$ cat config.mk
export PLATFORM = sky130hd
export DESIGN_NAME = rx_frame_packer
export DESIGN_NICKNAME = d
export VERILOG_FILES = /design/src/rtl/rx_pack_pkg.sv /design/src/rtl/rx_pack_datapath.sv /design/src/rtl/rx_pack_ctrl.sv /design/src/rtl/rx_frame_packer.sv
export SDC_FILE = /design/constraint.sdc
export NUM_CORES = 1
export LEC_CHECK = 0
export BUFFER_PORTS_ARGS = -buffer_cell sky130_fd_sc_hd__buf_2
export CORE_ASPECT_RATIO = 0.8
export CORE_MARGIN = 4
export CORE_UTILIZATION = 30
export CTS_CLUSTER_SIZE = 40
export DETAILED_ROUTE_END_ITERATION = 10
export HOLD_SLACK_MARGIN = 0.02
export PLACE_DENSITY_LB_ADDON = 0.3
export RECOVER_POWER = 100
export REMOVE_ABC_BUFFERS = 1
export SLEW_MARGIN = 0
export SYNTH_ARGS = -nofsm -noshare
export SYNTH_HDL_FRONTEND = slang
export SYNTH_SLANG_ARGS = --single-unit
$ cat constraint.sdc
create_clock -name clk -period 6.9 [get_ports clk]
set_clock_uncertainty 0.15 [all_clocks]
set_input_delay 0.345 -clock clk [delete_from_list [all_inputs] [get_ports clk]]
set_output_delay 0.345 -clock clk [all_outputs]
set_load 0.02 [all_outputs]
$ cat src/rtl/rx_pack_pkg.sv
package rx_pack_pkg;

  typedef enum logic [2:0] {
    SEL_NONE, SEL_HDR, SEL_DATA, SEL_PAD, SEL_CRC, SEL_TAIL
  } byteSel_e;

  typedef enum logic [2:0] {
    PK_IDLE, PK_HDR, PK_BODY, PK_ODD, PK_CRC, PK_TAIL
  } pkState_e;

  // Strobes from control to datapath.
  typedef struct packed {
    logic     load;     // latch frame parameters, clear offset, preset CRC
    logic     write;    // a byte goes to memory this cycle
    logic     crcUpd;   // fold the current byte into the CRC
    logic     holdOdd;  // keep the current stream byte for the trailer
    byteSel_e sel;
    logic [1:0] idx;
  } ctlStrobe_t;

  function automatic logic [31:0] crcByte(input logic [31:0] c, input logic [7:0] d);
    logic [31:0] r;
    r = c ^ {24'b0, d};
    for (int k = 0; k < 8; k++) r = r[0] ? ((r >> 1) ^ 32'hEDB88320) : (r >> 1);
    return r;
  endfunction

endpackage

$ cat src/rtl/rx_pack_datapath.sv
module rx_pack_datapath
  import rx_pack_pkg::*;
#(
  parameter int PAGE_BYTES = 2048,
  parameter int PAGE_W     = 2,
  parameter int LEN_W      = 12,
  localparam int OFF_W     = $clog2(PAGE_BYTES),
  localparam int SZ_W      = LEN_W + 1
) (
  input  logic              clk,
  input  logic              rst_n,
  input  ctlStrobe_t        st,
  input  logic [LEN_W-1:0]  frameLen,
  input  logic [PAGE_W-1:0] pageNum,
  input  logic              stripCrc,
  input  logic [7:0]        inByte,
  output logic              fitsLive,
  output logic [SZ_W-1:0]   padLen,
  output logic [SZ_W-1:0]   srcLen,
  output logic              tailOdd,
  output logic              keepCrc,
  output logic [SZ_W-1:0]   byteCount,
  output logic [PAGE_W+OFF_W-1:0] memAddr,
  output logic [7:0]        memData
);

  function automatic logic [SZ_W-1:0] padOf(input logic [LEN_W-1:0] l);
    return (l < LEN_W'(64)) ? SZ_W'(64) : {1'b0, l[LEN_W-1:1], 1'b0};
  endfunction

  function automatic logic [SZ_W-1:0] sizeOf(input logic [LEN_W-1:0] l, input logic s);
    return padOf(l) + SZ_W'(6) + (s ? SZ_W'(0) : SZ_W'(4));
  endfunction

  logic [LEN_W-1:0]  lenQ;
  logic              stripQ;
  logic [PAGE_W-1:0] pageQ;
  logic [31:0]       crcQ;
  logic [7:0]        oddQ;
  logic [OFF_W-1:0]  offQ;
  logic              tooLong;
  logic [31:0]       crcOut;
  logic [7:0]        crcIn;

  assign fitsLive  = sizeOf(frameLen, stripCrc) <= SZ_W'(PAGE_BYTES);
  assign padLen    = padOf(lenQ);
  assign srcLen    = (lenQ < LEN_W'(64)) ? {1'b0, lenQ} : padOf(lenQ);
  assign tailOdd   = lenQ[0] && (lenQ >= LEN_W'(64));
  assign keepCrc   = !stripQ;
  assign byteCount = sizeOf(lenQ, stripQ);
  assign tooLong   = lenQ > LEN_W'(1518);
  assign crcOut    = ~crcQ;
  assign crcIn     = (st.sel == SEL_PAD) ? 8'h00 : inByte;
  assign memAddr   = {pageQ, offQ};

  always_comb begin
    memData = 8'h00;
    case (st.sel)
      SEL_HDR: begin
        case (st.idx)
          2'd0:    memData = 8'h00;
          2'd1:    memData = {3'b000, lenQ[0], tooLong, 3'b000};
          2'd2:    memData = byteCount[7:0];
          default: memData = 8'(byteCount >> 8);
        endcase
      end
      SEL_DATA: memData = inByte;
      SEL_CRC:  memData = crcOut[st.idx*8 +: 8];
      SEL_TAIL: memData = (st.idx == 2'd0) ? (tailOdd ? oddQ : 8'h00)
                                           : (tailOdd ? 8'h60 : 8'h40);
      default:  memData = 8'h00;
    endcase
  end

  always_ff @(posedge clk or negedge rst_n) begin
    if (!rst_n) begin
      lenQ <= '0; stripQ <= 1'b0; pageQ <= '0;
      crcQ <= '1; oddQ <= 8'h00; offQ <= '0;
    end else begin
      if (st.load) begin
        lenQ <= frameLen; stripQ <= stripCrc; pageQ <= pageNum;
        crcQ <= '1; offQ <= '0;
      end else begin
        if (st.write)   offQ <= offQ + OFF_W'(1);
        if (st.crcUpd)  crcQ <= crcByte(crcQ, crcIn);
        if (st.holdOdd) oddQ <= inByte;
      end
    end
  end

  AST_HDR_AT_START: assert property (@(posedge clk) disable iff (!rst_n)
    (st.write && st.sel == SEL_HDR && st.idx == 2'd0) |-> offQ == '0);
  AST_TAIL_AT_END: assert property (@(posedge clk) disable iff (!rst_n)
    (st.write && st.sel == SEL_TAIL && st.idx == 2'd1) |-> offQ == OFF_W'(byteCount - SZ_W'(1)));

endmodule

$ cat src/rtl/rx_pack_ctrl.sv
module rx_pack_ctrl
  import rx_pack_pkg::*;
#(
  parameter int PAGE_BYTES = 2048,
  parameter int LEN_W      = 12,
  localparam int SZ_W      = LEN_W + 1
) (
  input  logic            clk,
  input  logic            rst_n,
  input  logic            startValid,
  input  logic            rxEnable,
  input  logic            softReset,
  input  logic            pageOk,
  input  logic            fitsLive,
  input  logic            inValid,
  input  logic [SZ_W-1:0] padLen,
  input  logic [SZ_W-1:0] srcLen,
  input  logic            tailOdd,
  input  logic            keepCrc,
  input  logic [SZ_W-1:0] byteCount,
  input  logic            irqAck,
  output ctlStrobe_t      st,
  output logic            startReady,
  output logic            inReady,
  output logic            memWe,
  output logic            done,
  output logic            dropped,
  output logic            rxIrq
);

  pkState_e        stQ, stD;
  logic [SZ_W-1:0] posQ, posD;
  logic [1:0]      idxQ, idxD;
  logic            doneQ, dropQ, irqQ;
  logic            finish, reject, step;

  always_comb begin
    st = '0; stD = stQ; posD = posQ; idxD = idxQ;
    finish = 1'b0; reject = 1'b0; step = 1'b0; inReady = 1'b0;
    case (stQ)
      PK_IDLE: if (startValid) begin
        if (rxEnable && !softReset && pageOk && fitsLive) begin
          st.load = 1'b1; stD = PK_HDR; idxD = 2'd0; posD = '0;
        end else reject = 1'b1;
      end
      PK_HDR: begin
        st.write = 1'b1; st.sel = SEL_HDR; st.idx = idxQ;
        idxD = idxQ + 2'd1;
        if (idxQ == 2'd3) stD = PK_BODY;
      end
      PK_BODY: begin
        if (posQ < srcLen) begin
          st.sel = SEL_DATA; inReady = 1'b1; step = inValid;
        end else begin
          st.sel = SEL_PAD; step = 1'b1;
        end
        st.write = step; st.crcUpd = step;
        if (step) begin
          posD = posQ + SZ_W'(1);
          if (posQ == padLen - SZ_W'(1)) begin
            stD = tailOdd ? PK_ODD : (keepCrc ? PK_CRC : PK_TAIL);
            idxD = 2'd0;
          end
        end
      end
      PK_ODD: begin
        st.sel = SEL_DATA; inReady = 1'b1;
        st.holdOdd = inValid; st.crcUpd = inValid;
        if (inValid) stD = keepCrc ? PK_CRC : PK_TAIL;
      end
      PK_CRC: begin
        st.write = 1'b1; st.sel = SEL_CRC; st.idx = idxQ;
        idxD = idxQ + 2'd1;
        if (idxQ == 2'd3) stD = PK_TAIL;
      end
      PK_TAIL: begin
        st.write = 1'b1; st.sel = SEL_TAIL; st.idx = idxQ;
        idxD = idxQ + 2'd1;
        if (idxQ == 2'd1) begin stD = PK_IDLE; finish = 1'b1; idxD = 2'd0; end
      end
      default: stD = PK_IDLE;
    endcase
  end

  always_ff @(posedge clk or negedge rst_n) begin
    if (!rst_n) begin
      stQ <= PK_IDLE; posQ <= '0; idxQ <= 2'd0;
      doneQ <= 1'b0; dropQ <= 1'b0; irqQ <= 1'b0;
    end else begin
      stQ <= stD; posQ <= posD; idxQ <= idxD;
      doneQ <= finish;
      dropQ <= reject;
      irqQ  <= finish | (irqQ & ~irqAck);
    end
  end

  assign startReady = (stQ == PK_IDLE);
  assign memWe      = st.write;
  assign done       = doneQ;
  assign dropped    = dropQ;
  assign rxIrq      = irqQ;

  AST_WRITE_BUSY: assert property (@(posedge clk) disable iff (!rst_n)
    memWe |-> !startReady);
  AST_DROP_QUIET: assert property (@(posedge clk) disable iff (!rst_n)
    dropped |-> (!memWe && !done));
  AST_IRQ_WITH_DONE: assert property (@(posedge clk) disable iff (!rst_n)
    done |-> rxIrq);
  AST_DONE_FITS: assert property (@(posedge clk) disable iff (!rst_n)
    done |-> byteCount <= SZ_W'(PAGE_BYTES));

endmodule

$ cat src/rtl/rx_frame_packer.sv
module rx_frame_packer
  import rx_pack_pkg::*;
#(
  parameter int PAGE_BYTES = 2048,
  parameter int PAGE_W     = 2,
  parameter int LEN_W      = 12,
  localparam int OFF_W     = $clog2(PAGE_BYTES),
  localparam int SZ_W      = LEN_W + 1
) (
  input  logic                    clk,
  input  logic                    rst_n,
  input  logic                    rxEnable,
  input  logic                    softReset,
  input  logic                    stripCrc,
  input  logic                    startValid,
  output logic                    startReady,
  input  logic [LEN_W-1:0]        frameLen,
  input  logic [PAGE_W-1:0]       pageNum,
  input  logic                    pageOk,
  input  logic                    inValid,
  output logic                    inReady,
  input  logic [7:0]              inByte,
  output logic                    memWe,
  output logic [PAGE_W+OFF_W-1:0] memAddr,
  output logic [7:0]              memData,
  output logic                    done,
  output logic [SZ_W-1:0]         doneLen,
  output logic                    dropped,
  output logic                    rxIrq,
  input  logic                    irqAck
);

  ctlStrobe_t      st;
  logic            fitsLive, tailOdd, keepCrc;
  logic [SZ_W-1:0] padLen, srcLen, byteCount;

  rx_pack_ctrl #(.PAGE_BYTES(PAGE_BYTES), .LEN_W(LEN_W)) ctrl_i (
    .clk(clk), .rst_n(rst_n), .startValid(startValid), .rxEnable(rxEnable),
    .softReset(softReset), .pageOk(pageOk), .fitsLive(fitsLive), .inValid(inValid),
    .padLen(padLen), .srcLen(srcLen), .tailOdd(tailOdd), .keepCrc(keepCrc),
    .byteCount(byteCount), .irqAck(irqAck), .st(st), .startReady(startReady),
    .inReady(inReady), .memWe(memWe), .done(done), .dropped(dropped), .rxIrq(rxIrq)
  );

  rx_pack_datapath #(.PAGE_BYTES(PAGE_BYTES), .PAGE_W(PAGE_W), .LEN_W(LEN_W)) dp_i (
    .clk(clk), .rst_n(rst_n), .st(st), .frameLen(frameLen), .pageNum(pageNum),
    .stripCrc(stripCrc), .inByte(inByte), .fitsLive(fitsLive), .padLen(padLen),
    .srcLen(srcLen), .tailOdd(tailOdd), .keepCrc(keepCrc), .byteCount(byteCount),
    .memAddr(memAddr), .memData(memData)
  );

  assign doneLen = byteCount;

endmodule

# ---- Yosys cells after proc, flatten, opt, wreduce, memory -nomap -nowiden
# Index checks and enable logic that the tools add are counted.
dict set report classes {
  shifts 1
  mux 62
  reduce_logical 17
  magnitude_cmp 6
  bitwise 14
  add_sub_neg 8
  eq_ne 23
}
# operator n
set ops {}
lappend ops {{32-bit 2-to-1 mux} 10}
lappend ops {{13-bit NOT with 14-bit output} 8}
lappend ops {{13-bit 2-to-1 mux} 3}
lappend ops {{3-bit 2-to-1 mux} 11}
lappend ops {{32-bit NOT} 1}
lappend ops {{8-bit one-hot mux with 4 select lines} 1}
lappend ops {{32-bit by 6-bit variable part select with 8-bit output} 1}
lappend ops {{32-bit by 8-bit XOR with 32-bit output} 1}
lappend ops {{13-bit adder} 2}
lappend ops {{13-bit by 3-bit adder with 13-bit output, second input constant} 2}
lappend ops {{13-bit one-hot mux with 2 select lines} 1}
lappend ops {{12-bit by 7-bit less-than comparator with 1-bit output, second input constant} 2}
lappend ops {{12-bit 2-to-1 mux} 2}
lappend ops {{8-bit 2-to-1 mux} 3}
lappend ops {{8-bit one-hot mux with 3 select lines} 1}
lappend ops {{11-bit 2-to-1 mux} 2}
lappend ops {{3-bit one-hot mux with 6 select lines} 1}
lappend ops {{1-bit 2-to-1 mux} 15}
lappend ops {{3-bit one-hot mux with 5 select lines} 1}
lappend ops {{13-bit by 1-bit adder with 13-bit output, second input constant} 1}
lappend ops {{13-bit equality test} 1}
lappend ops {{13-bit by 12-bit less-or-equal comparator with 1-bit output, second input constant} 1}
lappend ops {{13-bit by 12-bit less-than comparator with 1-bit output} 1}
lappend ops {{13-bit by 1-bit subtractor with 13-bit output, second input constant} 1}
lappend ops {{other kinds (30)} 58}
dict set report totals {
  register_bits 87
  out_inout_bits 40
  word_cells 143
  inputBits 31
}

# ---- Longest topological paths before layout
dict set report depth {
  word_depth 26
  depth_mapped 17
}

# ---- Modules after synthesis
# Synthesis repeated with hierarchy kept, for this count alone.
dict set report unflattened {
  cells_unflattened 768
  area_unflattened_um2 6975.4
}
# mod instances cells_per_inst area_per_inst_um2 seq_area_each_um2
set by_module_without_submodules {}
lappend by_module_without_submodules {rx_pack_datapath 1 520 4982.3 1691.6}
lappend by_module_without_submodules {rx_pack_ctrl 1 248 1993.2 525.5}

# ---- Worst setup path after synthesis
# OpenSTA, ideal clock, no wires.
dict set report synth_path {
  kind {register -> output}
  startpoint {register dp_i.lenQ[10]}
  endpoint {output memData[3]}
  t_arrival_ns 3.432
  setup_slack_ns 2.973
  path_buffers 1
  path_stages_with_launch 14
  cell_sequence {dfrtp_1 -> buf_6 -> nor3_2 -> nand2_2 -> nand2_1 -> ha_1 -> inv_1 -> ha_1 -> a21oi_1 -> nor2_1 -> nand3_1 -> xnor2_1 -> nor2_1 -> o311ai_0}
}
dict set report synth_via {
  elab_cells_between_ends 19
  classes_between {2 x add/sub; 4 x order compare; 4 x eq/ne; 8 x mux; 1 x reduce/logical}
}
# item line_no
set synth_rtl {}
lappend synth_rtl {{from (decl)} rx_pack_datapath.sv:35} ;# logic [LEN_W-1:0] lenQ;
lappend synth_rtl {{from (signal assigned)} rx_pack_datapath.sv:81} ;# lenQ <= frameLen; stripQ <= stripCrc; pageQ <= pageNum;
lappend synth_rtl {{12-bit by 7-bit less-than comparator with 1-bit output} rx_pack_datapath.sv:28} ;# return (l < LEN_W'(64)) ? SZ_W'(64) : {1'b0, l[LEN_W-1:1], 1'b0};
lappend synth_rtl {{12-bit 2-to-1 mux *} rx_pack_datapath.sv:28}
lappend synth_rtl {{13-bit by 3-bit adder with 13-bit output *} rx_pack_datapath.sv:32} ;# return padOf(l) + SZ_W'(6) + (s ? SZ_W'(0) : SZ_W'(4));
lappend synth_rtl {{13-bit adder *} rx_pack_datapath.sv:32}
lappend synth_rtl {{net doneLen[11]} rx_frame_packer.sv:27} ;# output logic [SZ_W-1:0] doneLen,
lappend synth_rtl {{8-bit one-hot mux with 3 select lines *} rx_pack_datapath.sv:60} ;# case (st.idx)
lappend synth_rtl {{8-bit one-hot mux with 4 select lines *} rx_pack_datapath.sv:58} ;# case (st.sel)
lappend synth_rtl {{to (decl)} rx_frame_packer.sv:25} ;# output logic [7:0] memData,
# The timed path passes the listed nets; every way through them passes the cells marked *.

# ---- Final worst setup path
dict set report layout_path {
  startpoint {register dp_i.lenQ[10]}
  endpoint {output memData[4]}
}
dict set report layout_via {
  elab_chain_len 7
  elab_cells_between_ends 18
  classes_between {2 x add/sub; 3 x order compare; 4 x eq/ne; 8 x mux; 1 x reduce/logical}
}
# item line_no
set layout_lines {}
lappend layout_lines {{parallel branches: the longest is 6 deep, another holds 13-bit by 3-bit adder with 13-bit output} -}
lappend layout_lines {{8-bit one-hot mux with 4 select lines *} rx_pack_datapath.sv:58}
# Mark *: on every way between the ends.

==> report_table.html <==
<table>
<tr><th>Metric</th><th>Value</th></tr>
<tr><th colspan="2">Synth</th></tr>
<tr><td>Synthesized-area fraction occupied by and/or/nand/nor cells</td><td>19.6%</td></tr>
<tr><td>Cells after Synth</td><td>733</td></tr>
<tr><td>Register area share after synthesis</td><td>33.6%</td></tr>
<tr><td>Synth Register Bits</td><td>87</td></tr>
<tr><td>Synthesized cell area</td><td>6590 µm²</td></tr>
<tr><td>Unique cell type count in the Yosys netlist</td><td>75</td></tr>
<tr><td>Commonest cells in the netlist</td><td>64 x sky130_fd_sc_hd__nand2_1, 64 x sky130_fd_sc_hd__xnor2_1, 62 x sky130_fd_sc_hd__nor2_1</td></tr>
<tr><td>Library cell occupying the most area in the post-synthesis netlist</td><td>sky130_fd_sc_hd__dfrtp_1</td></tr>
<tr><td>Prevailing post-synth register cell</td><td>sky130_fd_sc_hd__dfrtp_1</td></tr>
<tr><td>Top cell type's share of synthesized area</td><td>20.9%</td></tr>
<tr><td>Share of async-settable or async-resettable flops after synthesis</td><td>100%</td></tr>
<tr><td>Adder and majority gate portion of the synthesized area</td><td>4.98%</td></tr>
<tr><td>Post-synthesis xor/xnor area fraction</td><td>19.0%</td></tr>
<tr><td>Mean instance size in the synthesized netlist</td><td>8.99 µm²</td></tr>
<tr><td>Compound-Gate Fraction of Synth Area</td><td>14.7%</td></tr>
<tr><td>EDFF count, synth</td><td>0</td></tr>
<tr><td>Dominant combinational cell family by area after synthesis</td><td>simple AND/OR/NAND/NOR gates</td></tr>
<tr><td>Portion of netlist area occupied by mux cells</td><td>3.49%</td></tr>
<tr><td>Top post-synthesis cells by area</td><td>sky130_fd_sc_hd__dfrtp_1 21%, sky130_fd_sc_hd__dfstp_2 13%, sky130_fd_sc_hd__xnor2_1 8.5%</td></tr>
<tr><td>Count of warnings emitted by yosys</td><td>0</td></tr>
<tr><th colspan="2">Worst setup path</th></tr>
<tr><td>Worst stage delay on the critical path</td><td>0.66 ns</td></tr>
<tr><td>Element type at the critical path end</td><td>output pin</td></tr>
<tr><td>Number of buffers and inverters on the critical path</td><td>3</td></tr>
<tr><td>Number of cells on the critical path</td><td>15</td></tr>
<tr><td>Data required, critical path</td><td>6.40 ns</td></tr>
<tr><td>Critical path origin</td><td>dp_i.lenQ[10]</td></tr>
<tr><td>CP Launch Type</td><td>flip-flop</td></tr>
<tr><td>Worst Setup Path Type</td><td>reg2out</td></tr>
<tr><td>Critical Path Sink</td><td>memData[4]</td></tr>
<tr><td>R2R Path End</td><td>ctrl_i.stQ[0]</td></tr>
<tr><td>Cells along the critical path</td><td>nor3_1 &gt; nand2_1 &gt; nand2_1 &gt; ha_1 &gt; inv_1 &gt; ha_1 &gt; inv_1 &gt; fa_1 &gt; nor2_1 &gt; nand2_1 &gt; nor3_1 &gt; nor2_1 &gt; a211o_1 &gt; nand4_1 &gt; clkbuf_1</td></tr>
<tr><td>Library cell appearing most often on the critical path</td><td>sky130_fd_sc_hd__nand2_1</td></tr>
<tr><td>Origin of the critical flop-to-flop path</td><td>dp_i.lenQ[10]</td></tr>
<tr><td>CP Data Arrival Time</td><td>4.61 ns</td></tr>
<tr><td>Register-to-register setup slack</td><td>1.99 ns</td></tr>
<tr><td>Maximum net fanout on the critical path</td><td>10</td></tr>
<tr><td>Top delay family on crit path</td><td>simple AND/OR/NAND/NOR gates</td></tr>
<tr><td>Worst path slowest cell</td><td>sky130_fd_sc_hd__nor3_1</td></tr>
<tr><td>Depth of the worst register-to-register path</td><td>12</td></tr>
<tr><th colspan="2">Timing</th></tr>
<tr><td>Share of the clock period used by the worst path after layout</td><td>74.0%</td></tr>
<tr><td>Crit path setup slack, layout</td><td>1.79 ns</td></tr>
<tr><td>Crit path time final</td><td>5.11 ns</td></tr>
<tr><td>Max_slew headroom</td><td>5.73%</td></tr>
<tr><td>Number of setup violations in the final report</td><td>0</td></tr>
<tr><td>Sum Neg Setup Slack</td><td>0 ns</td></tr>
<tr><td>Max Slew Vio Count</td><td>0</td></tr>
<tr><td>Maximum clock frequency</td><td>196 MHz</td></tr>
<tr><td>Unrepaired setup endpoints after global routing</td><td>no</td></tr>
<tr><td>Final count of hold timing violations</td><td>0</td></tr>
<tr><td>Tightest Pin Transition</td><td>1.41 ns</td></tr>
<tr><td>Worst hold slack after final layout</td><td>0.0441 ns</td></tr>
<tr><th colspan="2">Floorplanning</th></tr>
<tr><td>Core area</td><td>21,600 µm²</td></tr>
<tr><td>Number of primary I/O pins</td><td>71</td></tr>
<tr><td>DIE AREA</td><td>24,400 µm²</td></tr>
<tr><td>Die span in x</td><td>174 µm</td></tr>
<tr><td>Die Span Y</td><td>141 µm</td></tr>
<tr><td>Number of placement rows</td><td>48</td></tr>
<tr><td>Initial core utilization</td><td>30.6%</td></tr>
<tr><th colspan="2">Clock network</th></tr>
<tr><td>Number of clock sinks</td><td>87</td></tr>
<tr><td>Cell at the root of the clock tree</td><td>sky130_fd_sc_hd__clkbuf_16</td></tr>
<tr><td>Maximum buffer depth of the clock tree</td><td>2</td></tr>
<tr><td>H-tree levels</td><td>3</td></tr>
<tr><td>Clock-pin slew on the worst setup and hold paths</td><td>0.07 ns</td></tr>
<tr><td>Number of setup buffers added after CTS</td><td>0</td></tr>
<tr><td>Worst skew pair latency</td><td>0.35 ns</td></tr>
<tr><td>TritonCTS clock tree</td><td>built</td></tr>
<tr><td>Inserted Clock Buffers</td><td>9</td></tr>
<tr><th colspan="2">Finish</th></tr>
<tr><td>Number of antenna repair diodes</td><td>0</td></tr>
<tr><td>Number of nets in the final layout</td><td>834</td></tr>
<tr><td>Fill count</td><td>2,208</td></tr>
<tr><td>Layout cells sized above 1</td><td>14.0%</td></tr>
<tr><td>Area grow syn2layout</td><td>12.2%</td></tr>
<tr><th colspan="2">Route</th></tr>
<tr><td>Antenna viol nets, final</td><td>0</td></tr>
<tr><td>Detailed-route wire length on metal 1</td><td>10,200 µm</td></tr>
<tr><td>1st-iter DRT viols</td><td>538</td></tr>
<tr><td>Total length of routed met3 wires</td><td>1040 µm</td></tr>
<tr><td>Wire length on met2</td><td>8240 µm</td></tr>
<tr><td>Ratio of routed vias to standard cells</td><td>5.28</td></tr>
<tr><td>Total iterations of the first detailed-routing run</td><td>5</td></tr>
<tr><td>Drt drc</td><td>0</td></tr>
<tr><td>Final routed wire length divided by cell count</td><td>18.7 µm</td></tr>
<tr><td>Highest routing layer actually used</td><td>met4</td></tr>
<tr><td>Vias</td><td>5,584</td></tr>
<tr><td>WL final</td><td>19,700 µm</td></tr>
<tr><th colspan="2">Global routing</th></tr>
<tr><td>First-pass GRT wire length</td><td>31,500 µm</td></tr>
<tr><td>All-layer global routing usage</td><td>16.4%</td></tr>
<tr><td>Via count of the first global-routing pass</td><td>5,283</td></tr>
<tr><td>Largest net degree at the start of global routing</td><td>64</td></tr>
<tr><td>Aggregate global routing overflow</td><td>0</td></tr>
<tr><td>Initial antenna violation count</td><td>0</td></tr>
<tr><th colspan="2">Pwr</th></tr>
<tr><td>Pwr Total</td><td>0.00394 W</td></tr>
<tr><td>Power density over cell area</td><td>533 nW/µm²</td></tr>
<tr><td>LEAKAGE</td><td>3.06 nW</td></tr>
<tr><td>Switching power</td><td>0.00185 W</td></tr>
<tr><td>Net switching fraction of the power</td><td>46.9%</td></tr>
<tr><td>Highest ir drop seen on vdd</td><td>0.212 mV</td></tr>
<tr><td>Power Internal</td><td>0.00209 W</td></tr>
<tr><td>Power share of the sequential group</td><td>27.8%</td></tr>
<tr><td>Proportion of power drawn by combinational gates</td><td>58.3%</td></tr>
<tr><td>Clock network fraction of design power</td><td>13.9%</td></tr>
<tr><th colspan="2">Placed design</th></tr>
<tr><td>Global placer's final weighted congestion</td><td>0.942</td></tr>
<tr><td>Setup WS pre-CTS</td><td>2.35 ns</td></tr>
<tr><td>IO buf count</td><td>69</td></tr>
<tr><td>HPWL Detailed</td><td>14,700 µm</td></tr>
<tr><th colspan="2">Job</th></tr>
<tr><td>Number of max-capacitance violations reported</td><td>0</td></tr>
<tr><th colspan="2">Worst hold path</th></tr>
<tr><td>Hold path startpoint</td><td>pageNum[0]</td></tr>
<tr><td>Path class of the lowest-slack min-delay path</td><td>in2reg</td></tr>
<tr><th colspan="2">Status</th></tr>
<tr><td>Outcome</td><td>completed</td></tr>
</table>
## power by group through the flow
stage	Sequential [W]	Combinational (W)	Clock (W)
2_1_floorplan	0.00102	0.00176	0
3_3_place_gp	0.00110	0.00231	0
3_5_place_dp	0.00109	0.00231	0
4_1_cts	0.00109	0.00233	0.000558
5_1_grt	0.00113	0.00251	0.000580
6_report	0.00110	0.00230	0.000548
## registers in the layout (all words and copies together), names as in the netlist, 2 cells and up
signal,cells
ctrl_i.stQ,3
ctrl_i.idxQ,2
dp_i.offQ,11
dp_i.crcQ,32
dp_i.oddQ,8
dp_i.pageQ,2
dp_i.lenQ,12
ctrl_i.posQ,13
## tightest hold or removal path, cell delays in order
cell and delay, ns:
sky130_fd_sc_hd__buf_2 0.08, sky130_fd_sc_hd__nand2_1 0.04, sky130_fd_sc_hd__nand2_1 0.04
## cells in the final DEF (no fill, tap or decap), types with 4 or more instances in the layout
cell type,count
sky130_fd_sc_hd__mux2_2,8
sky130_fd_sc_hd__ha_1,23
sky130_fd_sc_hd__o31ai_1,4
sky130_fd_sc_hd__mux2i_1,14
sky130_fd_sc_hd__clkbuf_1,39
sky130_fd_sc_hd__buf_2,31
sky130_fd_sc_hd__nand4_1,21
sky130_fd_sc_hd__dfrtp_1,55
sky130_fd_sc_hd__inv_1,28
sky130_fd_sc_hd__clkbuf_16,9
sky130_fd_sc_hd__a31oi_1,4
sky130_fd_sc_hd__and3_1,7
sky130_fd_sc_hd__nand2_1,65
sky130_fd_sc_hd__buf_4,4
sky130_fd_sc_hd__and2_1,5
sky130_fd_sc_hd__nand3_1,35
sky130_fd_sc_hd__a221o_1,7
sky130_fd_sc_hd__o21ai_0,28
sky130_fd_sc_hd__dfstp_2,32
sky130_fd_sc_hd__o211ai_1,4
sky130_fd_sc_hd__a21oi_1,52
sky130_fd_sc_hd__nor2_1,62
sky130_fd_sc_hd__a221oi_1,5
sky130_fd_sc_hd__xor2_1,49
sky130_fd_sc_hd__nor3_1,32
sky130_fd_sc_hd__o22ai_1,4
sky130_fd_sc_hd__nand2b_1,4
sky130_fd_sc_hd__xnor2_1,64
sky130_fd_sc_hd__xor2_2,4
sky130_fd_sc_hd__a211oi_1,6
## cells by family (layout without fill, tap and decap cells)
| group | Yosys count | in the layout |
|---|---|---|
| other | 1 | 1 |
| flip-flops | 87 | 87 |
| multiplexers | 22 | 22 |
| AO/OA/AOI/OAI | 145 | 145 |
| AND/OR/NAND/NOR | 258 | 258 |
| XOR/XNOR | 126 | 126 |
| adder cells (fa/ha/maj) | 25 | 25 |
| buffers and inverters | 69 | 119 |
## layout make-up
type,count,area [µm²],share of cell area [%]
well taps,275,344,4.65
clock buffers,11,243,3.28
multi-input cells,577,4060,54.9
repair buffers,75,348,4.70
inverters,28,105,1.42
clock inverters,5,80.1,1.08
flip-flops and latches,87,2220,30.0
## metrics by stage
stage,utilization [%],cells,cell area [µm²]
floorplan,-,692,6400
global placement,33.0,1040,7120
detailed placement,33.0,1040,7120
CTS,34.6,1058,7460
global route,34.3,1058,7390
finish,34.3,1058,7390
## per-layer routing
metal,track usage [%],vias to the layer above
met5,0,-
met4,3.37,0
met3,3.35,21
met2,23.5,155
met1,25.3,2729
li1,-,2679
## worst min path at each step
stage / to / cells past startpoint / slack, ns
6_report: dp_i.pageQ[0] / 3 / 0.04
5_1_grt: dp_i.pageQ[0] / 3 / 0.05
4_1_cts: dp_i.pageQ[0] / 3 / 0.03
3_5_place_dp: ctrl_i.dropped / 1 / 0.13
3_3_place_gp: ctrl_i.dropped / 1 / 0.12
2_1_floorplan: ctrl_i.done / 0 / -0.10
## repair_timing
action	in CTS	in global routing
hold endpoints to repair	25	0
hold buffers	2	0
gates resized for setup	0	0
(Power assumes the default switching activity.)
